## config.mk

```make
export PLATFORM = sky130hd
export DESIGN_NAME = qam_symbol_mapper
export DESIGN_NICKNAME = d
export VERILOG_FILES = /design/src/rtl/qam_symbol_mapper.sv
export SDC_FILE = /design/constraint.sdc
export NUM_CORES = 1
export LEC_CHECK = 0
export BUFFER_PORTS_ARGS = -buffer_cell sky130_fd_sc_hd__buf_2
export CORE_ASPECT_RATIO = 0.5
export CORE_MARGIN = 2
export CORE_UTILIZATION = 60
export CTS_CLUSTER_DIAMETER = 60
export CTS_CLUSTER_SIZE = 12
export DETAILED_ROUTE_END_ITERATION = 10
export GPL_ROUTABILITY_DRIVEN = 0
export PLACE_DENSITY = 0.85
export SLEW_MARGIN = 25
export SYNTH_ARGS = -nofsm -noshare
export SYNTH_HDL_FRONTEND = slang
export SYNTH_SLANG_ARGS = --single-unit
```

## constraint.sdc

```tcl
create_clock -name clk -period 13 [get_ports clk]
set_input_delay 2.6 -clock clk [delete_from_list [all_inputs] [get_ports clk]]
set_output_delay 2.6 -clock clk [all_outputs]
set_load 0.005 [all_outputs]
```

## src/rtl/qam_symbol_mapper.sv

```systemverilog
module qam_symbol_mapper #(
  parameter int CAR_W = 12,
  parameter int AMP_W = 10,
  parameter int FRAC  = 4,
  parameter int SPS   = 64
) (
  input  logic                           clk,
  input  logic                           rst_n,
  input  logic [3:0]                     btn,
  input  logic                           bit_data,
  input  logic                           bit_valid,
  output logic                           bit_ready,
  input  logic                           car_valid,
  input  logic signed [CAR_W-1:0]        cos_in,
  input  logic signed [CAR_W-1:0]        sin_in,
  output logic                           out_valid,
  output logic signed [AMP_W+CAR_W-1:0]  i_out,
  output logic signed [AMP_W+CAR_W-1:0]  q_out,
  output logic [1:0]                     scheme
);
  localparam int PH_W = (SPS > 1) ? $clog2(SPS) : 1;
  localparam int SC   = 1 << (FRAC - 4);
  localparam logic signed [AMP_W-1:0] LV_BPSK = AMP_W'(2 * SC);
  localparam logic signed [AMP_W-1:0] LV_QPSK = AMP_W'(3 * SC);
  localparam logic signed [AMP_W-1:0] LV_LOW  = AMP_W'(5 * SC);
  localparam logic signed [AMP_W-1:0] LV_HIGH = AMP_W'(14 * SC);
  localparam logic signed [AMP_W-1:0] LV_UNIT = AMP_W'(16 * SC);
  localparam logic [PH_W-1:0] PH_LAST = PH_W'(SPS - 1);

  function automatic logic [3:0] sym_bits(input logic [1:0] s);
    case (s)
      2'd0:    return 4'd1;
      2'd1:    return 4'd2;
      2'd2:    return 4'd4;
      default: return 4'd8;
    endcase
  endfunction

  function automatic logic signed [AMP_W-1:0] pm(input logic pos, input logic signed [AMP_W-1:0] m);
    return pos ? m : -m;
  endfunction

  function automatic logic signed [AMP_W-1:0] gray_amp(input logic [3:0] c);
    logic [3:0] x;
    logic [3:0] k;
    logic signed [5:0] odd;
    x = c ^ 4'b0001;
    k[3] = x[3];
    k[2] = k[3] ^ x[2];
    k[1] = k[2] ^ x[1];
    k[0] = k[1] ^ x[0];
    odd = $signed({1'b0, k, 1'b0}) - 6'sd15;
    return AMP_W'(odd) * LV_UNIT;
  endfunction

  logic [1:0]              next_sch;
  logic [PH_W-1:0]         ph;
  logic [3:0]              cnt;
  logic [7:0]              sh;
  logic signed [AMP_W-1:0] amp_i, amp_q;
  logic signed [AMP_W-1:0] map_i, map_q;
  logic [1:0]              btn_code;
  logic                    btn_ok;

  always_comb begin
    btn_ok   = 1'b1;
    btn_code = 2'd0;
    case (btn)
      4'b0000, 4'b1000: btn_code = 2'd0;
      4'b0100:          btn_code = 2'd1;
      4'b0010:          btn_code = 2'd2;
      4'b0001:          btn_code = 2'd3;
      default:          btn_ok   = 1'b0;
    endcase
  end

  wire [3:0] need     = sym_bits(next_sch);
  wire       full     = cnt >= need;
  wire       boundary = car_valid && (ph == PH_LAST);
  wire       take     = bit_valid && bit_ready;

  assign bit_ready = !full;

  always_comb begin
    case (next_sch)
      2'd0: begin
        map_i = pm(sh[0], LV_BPSK);
        map_q = '0;
      end
      2'd1: begin
        map_i = pm(sh[1], LV_QPSK);
        map_q = pm(sh[0], LV_QPSK);
      end
      2'd2: begin
        map_i = pm(sh[3], sh[2] ? LV_HIGH : LV_LOW);
        map_q = pm(sh[1], sh[0] ? LV_HIGH : LV_LOW);
      end
      default: begin
        map_i = gray_amp(sh[7:4]);
        map_q = gray_amp(sh[3:0]);
      end
    endcase
  end

  always_ff @(posedge clk) begin
    if (!rst_n) begin
      next_sch  <= 2'd0;
      scheme    <= 2'd0;
      ph        <= '0;
      cnt       <= '0;
      sh        <= '0;
      amp_i     <= '0;
      amp_q     <= '0;
      i_out     <= '0;
      q_out     <= '0;
      out_valid <= 1'b0;
    end else begin
      if (btn_ok) next_sch <= btn_code;
      out_valid <= car_valid;
      if (car_valid) begin
        ph    <= (ph == PH_LAST) ? '0 : ph + PH_W'(1);
        i_out <= amp_i * cos_in;
        q_out <= amp_q * sin_in;
      end
      if (take) begin
        sh  <= {sh[6:0], bit_data};
        cnt <= cnt + 4'd1;
      end
      if (boundary) begin
        scheme <= next_sch;
        if (full) begin
          amp_i <= map_i;
          amp_q <= map_q;
          cnt   <= '0;
        end else begin
          amp_i <= '0;
          amp_q <= '0;
        end
      end
    end
  end

  a_r3_multi_press_ignored: assert property (@(posedge clk) disable iff (!rst_n)
    ($countones(btn) > 1) |=> $stable(next_sch));
  a_r4_scheme_only_at_boundary: assert property (@(posedge clk) disable iff (!rst_n)
    !boundary |=> ($stable(scheme) && $stable(amp_i) && $stable(amp_q)));
  a_r5_bit_counted: assert property (@(posedge clk) disable iff (!rst_n)
    (take && !boundary) |=> (cnt == $past(cnt) + 4'd1));
  a_r6_bpsk_q_zero: assert property (@(posedge clk) disable iff (!rst_n)
    (scheme == 2'd0) |-> (amp_q == '0));
  a_r10_valid_follows: assert property (@(posedge clk) disable iff (!rst_n)
    car_valid |=> out_valid);
  a_r10_valid_drops: assert property (@(posedge clk) disable iff (!rst_n)
    !car_valid |=> !out_valid);
  a_r11_underrun_zero: assert property (@(posedge clk) disable iff (!rst_n)
    (boundary && !full) |=> (amp_i == '0 && amp_q == '0));
endmodule

```

==> results of run 1 <==
[cells by family after synthesis]
group,after synthesis,synth area share
flip-flops,85,0.133
AND/OR/NAND/NOR,394,0.152
XOR/XNOR,57,0.0390
AO/OA/AOI/OAI,169,0.0889
adder cells (fa/ha/maj),331,0.451
multiplexers,29,0.0227
buffers and inverters,382,0.113
[synthesized netlist by cell type (2+ instances only)]
cell	n	area, sq um
nand2_1	164	616
dfxtp_1	85	1700
o31ai_1	4	30.0
nand4_1	6	37.5
a21boi_0	3	22.5
a32o_1	2	20.0
a211oi_1	10	75.1
o21bai_1	3	22.5
o21ai_0	40	200
a21o_1	23	173
and2_1	106	663
nor2_1	46	173
a211o_1	3	26.3
a21oi_1	32	160
mux2i_1	29	290
nand3_1	11	55.1
nand2b_1	13	81.3
o21ai_1	4	20.0
ha_1	115	1440
a31oi_1	5	31.3
nor2b_1	33	206
buf_6	2	22.5
o211ai_1	3	22.5
and4_1	2	17.5
o211a_1	4	40.0
buf_1	2	7.51
xor2_1	16	140
o22ai_1	8	50.1
inv_1	315	1180
nor2_2	2	12.5
a22o_1	12	105
fa_1	216	4320
nand4b_1	2	17.5
o21a_1	3	22.5
clkbuf_1	62	233
xnor2_1	41	359
nand3b_1	8	60.1
[through the flow]
stage / cells / power (mW) / hold WS, ns / instance area (sq um)
3_3_place_gp: 1734 / 0.348 / 0.431 / 13300
5_1_grt: 1751 / 0.610 / 0.492 / 13600
2_1_floorplan: 1447 / 0.335 / 0.449 / 12800
4_1_cts: 1750 / 0.593 / 0.464 / 13600
6_report: 1751 / 0.593 / 0.459 / 13600
3_5_place_dp: 1734 / 0.353 / 0.447 / 13300
[path summary, 6_finish.rpt]
path                to  cells after the start  slack [ns]       from
max          i_out[19]                     19        5.64  cos_in[5]
min          q_out[21]                      2        0.46  q_out[21]
max reg2reg  q_out[18]                     17        7.28   amp_q[8]
min reg2reg  q_out[21]                      2        0.46  q_out[21]
[power groups by stage]
stage | Combinational [mW] | Clock, mW | Sequential (mW)
final | 0.0773 | 0.244 | 0.272
after floorplan | 0.0600 | 0 | 0.275
after CTS | 0.0761 | 0.246 | 0.271
after detailed placement | 0.0758 | 0 | 0.277
after global placement | 0.0709 | 0 | 0.277
after global routing | 0.0842 | 0.254 | 0.272
[tightest hold or removal path: stages, from the launching register on]
cell	delay (ns)
dfxtp_1	0.33
nand2_1	0.04
o21ai_0	0.06
[area by class of cell]
type	instances	share of cell area
Antenna cell	1	0.000185
Clock buffer	9	0.0166
Clock inverter	7	0.00425
Inverter	315	0.0872
Multi-Input combinational cell	980	0.711
Sequential cell	85	0.126
Tap cell	273	0.0252
Timing Repair Buffer	81	0.0301
[registers in the layout (all words and copies together) (netlist names)]
register,cells
i_out,22
q_out,22
amp_i,9
amp_q,9
sh,8
ph,6
cnt,4
next_sch,2
scheme,2
out_valid,1
[routing by layer]
layer / vias up / global-route usage / share of wire
li1: 4466 / - / -
met1: 4835 / 0.326 / 0.40
met2: 309 / 0.496 / 0.52
met3: 71 / 0.0296 / 0.049
met4: 0 / 0.104 / 0.030
met5: - / 0 / 0
[layout by cell type (no fill, tap or decap), types with 9 or more instances in the layout]
cell type / count
fa_1: 216
a21o_1: 23
nand3_1: 11
and2_1: 106
inv_1: 315
xor2_1: 16
nor2_1: 46
xnor2_1: 41
a211oi_1: 10
a22o_1: 12
dfxtp_1: 85
nor2b_1: 32
clkbuf_16: 9
a21oi_1: 32
mux2i_1: 29
buf_2: 80
nand2_1: 164
o21ai_0: 40
nand2b_1: 13
ha_1: 115
==> results.md, run 1 <==
Synthesis:
- In the synthesized netlist the async set-or-reset flop fraction comes to 0.
- The post-synthesis register bit count is 85.
- Summing every instance area after synthesis gives 12800 sq um.
- For this run, the register share of the synthesized area comes to 0.133.
- The most used flip-flop cell after synthesis is dfxtp_1.
- The distinct cell type count of the synthesized netlist is 49.
- The number of nets produced by synthesis is 1811.
- The mean instance size in the synthesized netlist is 8.84 sq um.
- Synthesis produced a netlist whose cell count is 1447.
- In this run, synthesis inferred 0 flip-flops with an integrated enable.
- The Yosys warning count is 0.

Final layout:
- The share of the core filled with cells in the final layout is 0.654.
- In the final layout, the share of cells above drive strength 1 is 0.0718.
- The area of the multi-input gates is 9640 sq um.
- Summing all flip-flop and latch instances after layout gives 1700 sq um.
- The total number of nets in the final design is 1836.
- The area growth from synthesis to layout is 6.02%.
- The layout has 1594 filler cells.

STA:
- The worst pin sits at a relative slew slack of 0.381.
- The count of final setup violators is 0.
- The number of max-slew violations in the final report was 0.
- The ratio of final minimum period to clock period is 0.566.
- The clock arrives with 0.00560 ns of skew.
- In the final timing run, aggregate negative setup slack is 0 ns.
- Setup repair after global routing left no endpoint under its margin.
- The maximum clock rate is 136 MHz.
- In the post-route analysis, the smallest setup slack over all paths is 5.64 ns.
- The worst path needs 7.36 ns of the cycle, external delays included.
- For the pin with the worst max-slew slack, the measured transition is 0.928 ns.
- The count of final hold-check violations was 0.

Critical path:
- The maximum fanout along the worst path is 10.
- The library cell contributing the largest single delay on the critical path is fa_1.
- For this run, the slowest stage of the critical path takes 0.54 ns.
- Data on the critical path arrives at its endpoint at 7.58 ns.
- By startpoint and endpoint, the worst setup path is classified as primary input to flip-flop.
- The number of buffer and inverter stages on the critical path is 5.
- The cell repeated most along the worst path is fa_1.
- The category of cells accounting for the largest share of critical-path delay is adder cells.
- The signal on the critical path passes through buf_2 > and2_1 > fa_1 > inv_1 > fa_1 > inv_1 > fa_1 > fa_1 > inv_1 > fa_1 > inv_1 > ha_1 > a21o_1 > a31o_2 > a211oi_1 > nor2_1 > a31oi_1 > xor2_1 > o21ai_0.
- The nature of the critical path startpoint is a primary input.
- STA classifies the critical path endpoint as a flip-flop.
- At the worst endpoint, the required time is 13.21 ns.

Placement:
- The count of buffers inserted at the top-level ports is 80.
- The worst slack after detailed placement is 5.31 ns.
- Summed over all nets, the half-perimeter wirelength after detailed placement is 23.1 mm.

GRT:
- After global routing the overflow that remains totals 0.
- The initial antenna violation count is 1.
- For this run, the total global-route usage over all layers was measured as 0.269.
- Entering global routing, the biggest net connects 65 pins.
- The global-route wire length before repair is 48.6 mm.
- The number of global-route vias before repair came to 10500.

Die:
- 81 I/O pins were placed.
- The die outline width is 210 um.
- The chip height is 107 um.
- The floorplan step defined a core boundary enclosing 20700 sq um.
- The area of the die is 22600 sq um.
- The initial standard-cell utilization of the core is 0.617.
- In this run the core area contains 37 standard-cell rows.

Pwr:
- The switching share of power is 0.280.
- IR analysis of the VDD net gives a maximum drop of 0.0576 mV.
- The part of the power in the clock network is 0.412.
- The share of total power dissipated in combinational logic is 0.130.
- The proportion of power drawn by flip-flops and latches is 0.458.
- In this run the static leakage power is 7.23 nW.
- The reported net switching power is 0.166 mW.
- For this design the ratio of total power to cell area is 43.7 nW/um^2.
- The internal power of the cells totals 0.427 mW.

Min path:
- The worst min-delay path category is flip-flop to flip-flop.

Routing:
- Summing over every cut layer, the via total after detailed routing is 9681.
- For this block, the initial DRC count from the detailed router was 543.
- The final layout contains routed wiring with a total length of 28.3 mm.
- In the routed design, unresolved DRC markers number 0.
- In the final routed layout, each cell accounts on average for 16.2 um.
- Dividing the detail-routed via count by the number of cells gives 5.53.
- The iteration count of the initial detailed-routing pass is 6.
- The count of nets left with antenna violations once routing finished came out at 0.

Clock tree:
- The source-to-sink clock delay at the later pin of the worst-skew pair is 0.34 ns.
- The maximum clock insertion buffer count is 2.
- The count of cells resized by post-cts repair is 0.
- The setup fix buffers added after clock tree synthesis is 0.
- The depth of the CTS H-tree is 3.
- Clock-pin slew was measured on the worst setup and hold paths at 0.07 ns.
- The clock tree from TritonCTS is yes.
- The tree is rooted in a clkbuf_16.
- The clock net in this run drives a total of 85 sinks.
- The number of buffers added by the clock tree synthesis step is 9.
- The quantity of hold-fixing buffers added after cts is 0.

Outcome:
- The flow ran to the end, and the final reports show no timing, DRC or antenna violations.

Flow run:
- The max-capacitance violation count is 0.
Note: power is estimated with default switching activity, not from simulation.
==> run 2, diff against run 1 <==
--- a/config.mk
+++ b/config.mk
@@ -5,15 +5,16 @@
 export SDC_FILE = /design/constraint.sdc
 export NUM_CORES = 1
 export LEC_CHECK = 0
+export ABC_AREA = 1
 export BUFFER_PORTS_ARGS = -buffer_cell sky130_fd_sc_hd__buf_2
 export CORE_ASPECT_RATIO = 0.5
 export CORE_MARGIN = 2
-export CORE_UTILIZATION = 60
+export CORE_UTILIZATION = 58
 export CTS_CLUSTER_DIAMETER = 60
 export CTS_CLUSTER_SIZE = 12
 export DETAILED_ROUTE_END_ITERATION = 10
 export GPL_ROUTABILITY_DRIVEN = 0
-export PLACE_DENSITY = 0.85
+export PLACE_DENSITY = 0.86
 export SLEW_MARGIN = 25
 export SYNTH_ARGS = -nofsm -noshare
 export SYNTH_HDL_FRONTEND = slang
==> constraint.sdc (replaced) <==
create_clock -name clk -period 6.7 [get_ports clk]
set_input_delay 1.34 -clock clk [delete_from_list [all_inputs] [get_ports clk]]
set_output_delay 1.34 -clock clk [all_outputs]
set_load 0.005 [all_outputs]
==> run 2 against run 1 <==
Area after synthesis up 6.9%. Clock-buffer cell count unchanged. Sequential power is 120% higher. Combinational power increased to 4.4 times the previous value. Clock power is 110% higher. Wire length is 7.3% higher. Die area is 10% higher. Clock skew rose by 0.0064 ns. Register-to-register slack got worse by 6.2 ns. Cell count up 28%. Power grew 150%. First-iteration DRC count increased by 37%. Largest cell class unchanged.
==> results.md, run 2 <==
Critical path:
- The number of cell instances on the worst register-to-register path is 20 (+3).
- The maximum fanout along the worst path is 10 (unchanged).
- The category of cells accounting for the largest share of critical-path delay is adder cells.
- The launch point of the worst reg-to-reg path is amp_q[8].
- The biggest cell delay along the critical path is 0.72 ns (+0.18 ns).
- The worst endpoint data arrival time is 6.01 ns (-1.57 ns).
- The endpoint identified for the worst register-to-register timing path is q_out[12].
- The reg2reg setup slack is 1.12 ns (-6.16 ns).
- The worst setup path is launched from a primary input.
- The number of buffer and inverter stages on the critical path is 5 (unchanged).
- The cell repeated most along the worst path is fa_1.
- On the critical path, the stage with the largest delay is an instance of fa_1.
- The required time at the worst-slack endpoint was 6.95 ns (-6.26 ns).
- The signal on the critical path passes through buf_2 > nand2_1 > fa_1 > fa_1 > inv_1 > fa_1 > inv_1 > fa_1 > fa_1 > inv_1 > ha_1 > nand4_1 > nor2_1 > nand4_1 > nand4_1 > nand3_1 > nand2_1 > inv_1.
- The endpoint kind of the worst setup timing path is a flip-flop.
- The setup path with the least slack is of type primary input to flip-flop.

STA:
- Of the available clock period, the critical path in the final layout requires 0.859.
- The count of final setup violators is 0 (unchanged).
- The worst clock skew is 0.0120 ns (+0.00641 ns).
- The count of final hold-check violations came to 0 (unchanged).
- The number of max-slew violations in the final report is 0 (unchanged).
- Setup repair after global routing left no endpoint under its margin.
- The relative max-transition margin is 0.449 (+0.0678).
- The final critical path time including I/O delays and setup is 5.76 ns.
- The slew at the pin with the worst max-slew slack was 0.826 ns (-0.102 ns).
- Derived from the worst setup path, the maximum achievable clock frequency is 174 MHz.
- The post-route setup TNS was 0 ns (unchanged).

Placement:
- The placed wire-length estimate came to 24.9 mm (+7.9%).
- The count of buffers inserted at the top-level ports is 80 (unchanged).

Synthesis:
- The share of flip-flops with an asynchronous set or reset is 0 (unchanged).
- The most common cell in the synthesized netlist is inv_1.
- The number of nets produced by synthesis is 2262 (+25%).
- The cell area after technology mapping came to 13700 sq um (+6.9%).
- The primary flip-flop cell chosen by synthesis mapping is dfxtp_1.
- The Yosys warning count is 0 (unchanged).
- The fraction of synthesized cell area taken by the top area cell type was 0.316 (-0.0220).
- The number of instances in the synthesized netlist came to 1898 (+31%).
- The post-synthesis register bit count is 85 (unchanged).
- The mean instance size in the synthesized netlist is 7.21 sq um (-18%).
- The register area share after synthesis is 0.124 (-0.00864).
- The largest total area in the synthesized netlist belongs to fa_1.
- The distinct cell type count of the synthesized netlist is 42 (-14%).
- Ranked by instance count, the synthesized netlist is headed by 504 x inv_1, 446 x nand2_1, 216 x fa_1.
- Ranked by total cell area, the synthesized netlist is headed by fa_1 32%, inv_1 14%, dfxtp_1 12%, nand2_1 12%, ha_1 11%.
- The number of synthesized flops with an enable pin is 0 (unchanged).

Final layout:
- The commonest non-fill, non-tap cell in the layout is inv_1.
- The area overhead of the layout relative to synthesis is 6.15%.
- The total number of nets in the final design was 2289 (+25%).
- The number of antenna diodes was 0 (-1).
- Leaving out fill and tap cells, the most frequent cells in the layout are 504 x inv_1, 446 x nand2_1, 216 x fa_1.
- In the final layout, the registers with the most flip-flops are i_out x22, q_out x22.
- The fraction of layout cells with a size suffix above 1 is 0.0606 (-0.0111).

Routing:
- The number of antenna-violating nets in the routed design is 0 (unchanged).
- The routed wire length is 30.3 mm (+7.3%).
- The iteration count of the initial detailed-routing pass is 6 (unchanged).
- The routed wirelength normalized by instance count was 13.6 um (-16%).
- The post-detailed-route via-to-cell ratio is 5.20 (-5.9%).
- The number of remaining DRC errors is 0 (unchanged).
- The detailed router's first-iteration violation count is 743 (+37%).
- The via total after detailed routing is 11600 (+20%).

Die:
- The initial standard-cell utilization of the core is 0.595 (-0.0215).
- The area of the core was 23000 sq um (+11%).
- The die outline width is 221 um (+5.1%).
- The area of the die was 24900 sq um (+10%).
- The number of standard-cell rows in the floorplan was 39 (+5.4%).
- The top-level port count is 81 (unchanged).
- The chip height is 113 um (+5.0%).

Clock tree:
- The number of sinks driven by the clock tree is 85 (unchanged).
- The count of cells resized by post-cts repair is 0 (unchanged).
- The clock-pin transition on the worst setup and hold timing paths is 0.07 ns (about the same).
- The setup fix buffers added after clock tree synthesis is 0 (unchanged).
- The maximum clock insertion buffer count is 2 (unchanged).
- CTS placed an instance of clkbuf_16 at the clock tree root.
- The number of buffers added by the clock tree synthesis step came to 9 (unchanged).
- The depth of the CTS H-tree is 3 (unchanged).
- The clock tree from TritonCTS is yes.
- The source-to-sink clock delay at the later pin of the worst-skew pair is 0.35 ns (about the same).
- The quantity of hold-fixing buffers added after cts is 0 (unchanged).

Min path:
- The worst min-delay path category is flip-flop to flip-flop.
- In this run the most critical hold path is launched from sh[4].
- The number of cells traversed by the worst hold path is 2 (unchanged).
- The worst hold path terminates at sh[5].

Pwr:
- The maximum ir drop on the vdd rail is 0.125 mV (+120%).
- The part of the power in the clock network was 0.354 (-0.058).
- The switching share of power is 0.336 (+0.0565).
- The reported net switching power is 0.489 mW (+190%).
- The proportion of power drawn by flip-flops and latches came to 0.412 (-0.046).
- The overall power consumption was 1.45 mW (+150%).
- The combinational fraction of design power is 0.233 (+0.103).
- The total leakage power is 8.96 nW (+24%).
- The power density over cell area is 100 nW/um^2 (+130%).
- The design internal power is 0.965 mW (+130%).

GRT:
- The pin count of the biggest net entering global routing came to 67 (+3.1%).
- The number of global-route vias before repair came to 11900 (+14%).
- The global-route wire length before repair came to 54.7 mm (+12%).
- The residual overflow from global routing is 0 (unchanged).
- The initial antenna violation count was 0 (-1).
- The global routing usage summed across all routing layers is 0.265 (-0.00406).

Outcome:
- The run finished with clean final reports.

Flow run:
- The max-capacitance violation count is 0 (unchanged).
[run 2: changes by cell type in the layout (fill, tap and decap cells not counted), moves of 19 or more]
cell,delta
o21ai_0,+19
nor2b_1,-32
nand2_1,+282
and2_1,-106
nand3_1,+68
nor2_1,+119
inv_1,+189
a21oi_1,+30
mux2i_1,-29
xnor2_1,-35
[run 2: how the worst max path moves through the flow]
stage / startpoint / to / slack [ns] / cells past startpoint
detailed placement: sin_in[11] / q_out[20] / 0.63 / 18
global placement: sin_in[11] / q_out[20] / 0.71 / 18
floorplan: sin_in[11] / q_out[21] / 0.99 / 20
finish: sin_in[11] / q_out[20] / 0.94 / 18
CTS: sin_in[11] / q_out[20] / 1.0 / 18
global route: sin_in[11] / q_out[20] / 0.66 / 20
[run 2: cell type report]
cell class / count / area [sq um]
multi-input combinational: 1239 / 9800
timing repair buffer: 81 / 408
fill: 1965 / 8470
sequential: 85 / 1700
clock inverter: 7 / 81.3
clock buffer: 9 / 225
inverter: 509 / 1910
tap: 307 / 384
[run 2: per-stage QoR]
stage               hold WS (ns)  std cells  utilization  worst slack [ns]  area (sq um)
floorplan                  0.451       1898            -             0.986         13700
global placement           0.477       2221        0.618             0.709         14200
detailed placement         0.483       2221        0.618             0.632         14200
finish                     0.492       2237        0.632             0.944         14500
global route               0.523       2237        0.632             0.663         14500
CTS                        0.493       2237        0.632             0.996         14500
[run 2: layer usage]
layer  vias to the layer above  wire [um]  GRT usage
met5                         -          0          0
met4                         0        707     0.0864
met3                        59       1510     0.0272
met2                       343      15200      0.480
met1                      5628      12900      0.335
li1                       5612          -          -
[run 2: cell families (layout without fill, tap and decap cells)]
family          Yosys count  count (layout)  share of synthesized area
compound gates          151             151                     0.0608
xor+xnor                 25              25                     0.0160
fa+ha+maj               331             331                      0.421
flops                    85              85                      0.124
buf+inv                 574             606                      0.159
simple gates            732             732                      0.219
[run 2: power groups by stage]
| stage | clock network, mW | logic [mW] | registers [mW] |
|---|---|---|---|
| 5_1_grt | 0.544 | 0.391 | 0.606 |
| 6_report | 0.515 | 0.339 | 0.599 |
| 3_3_place_gp | 0 | 0.325 | 0.606 |
| 3_5_place_dp | 0 | 0.333 | 0.608 |
| 4_1_cts | 0.522 | 0.337 | 0.598 |
| 2_1_floorplan | 0 | 0.253 | 0.598 |
[run 2: worst min-delay path: stages (launching register included)]
cell and delay [ns]:
dfxtp_1 0.31, inv_1 0.08, a21oi_1 0.06
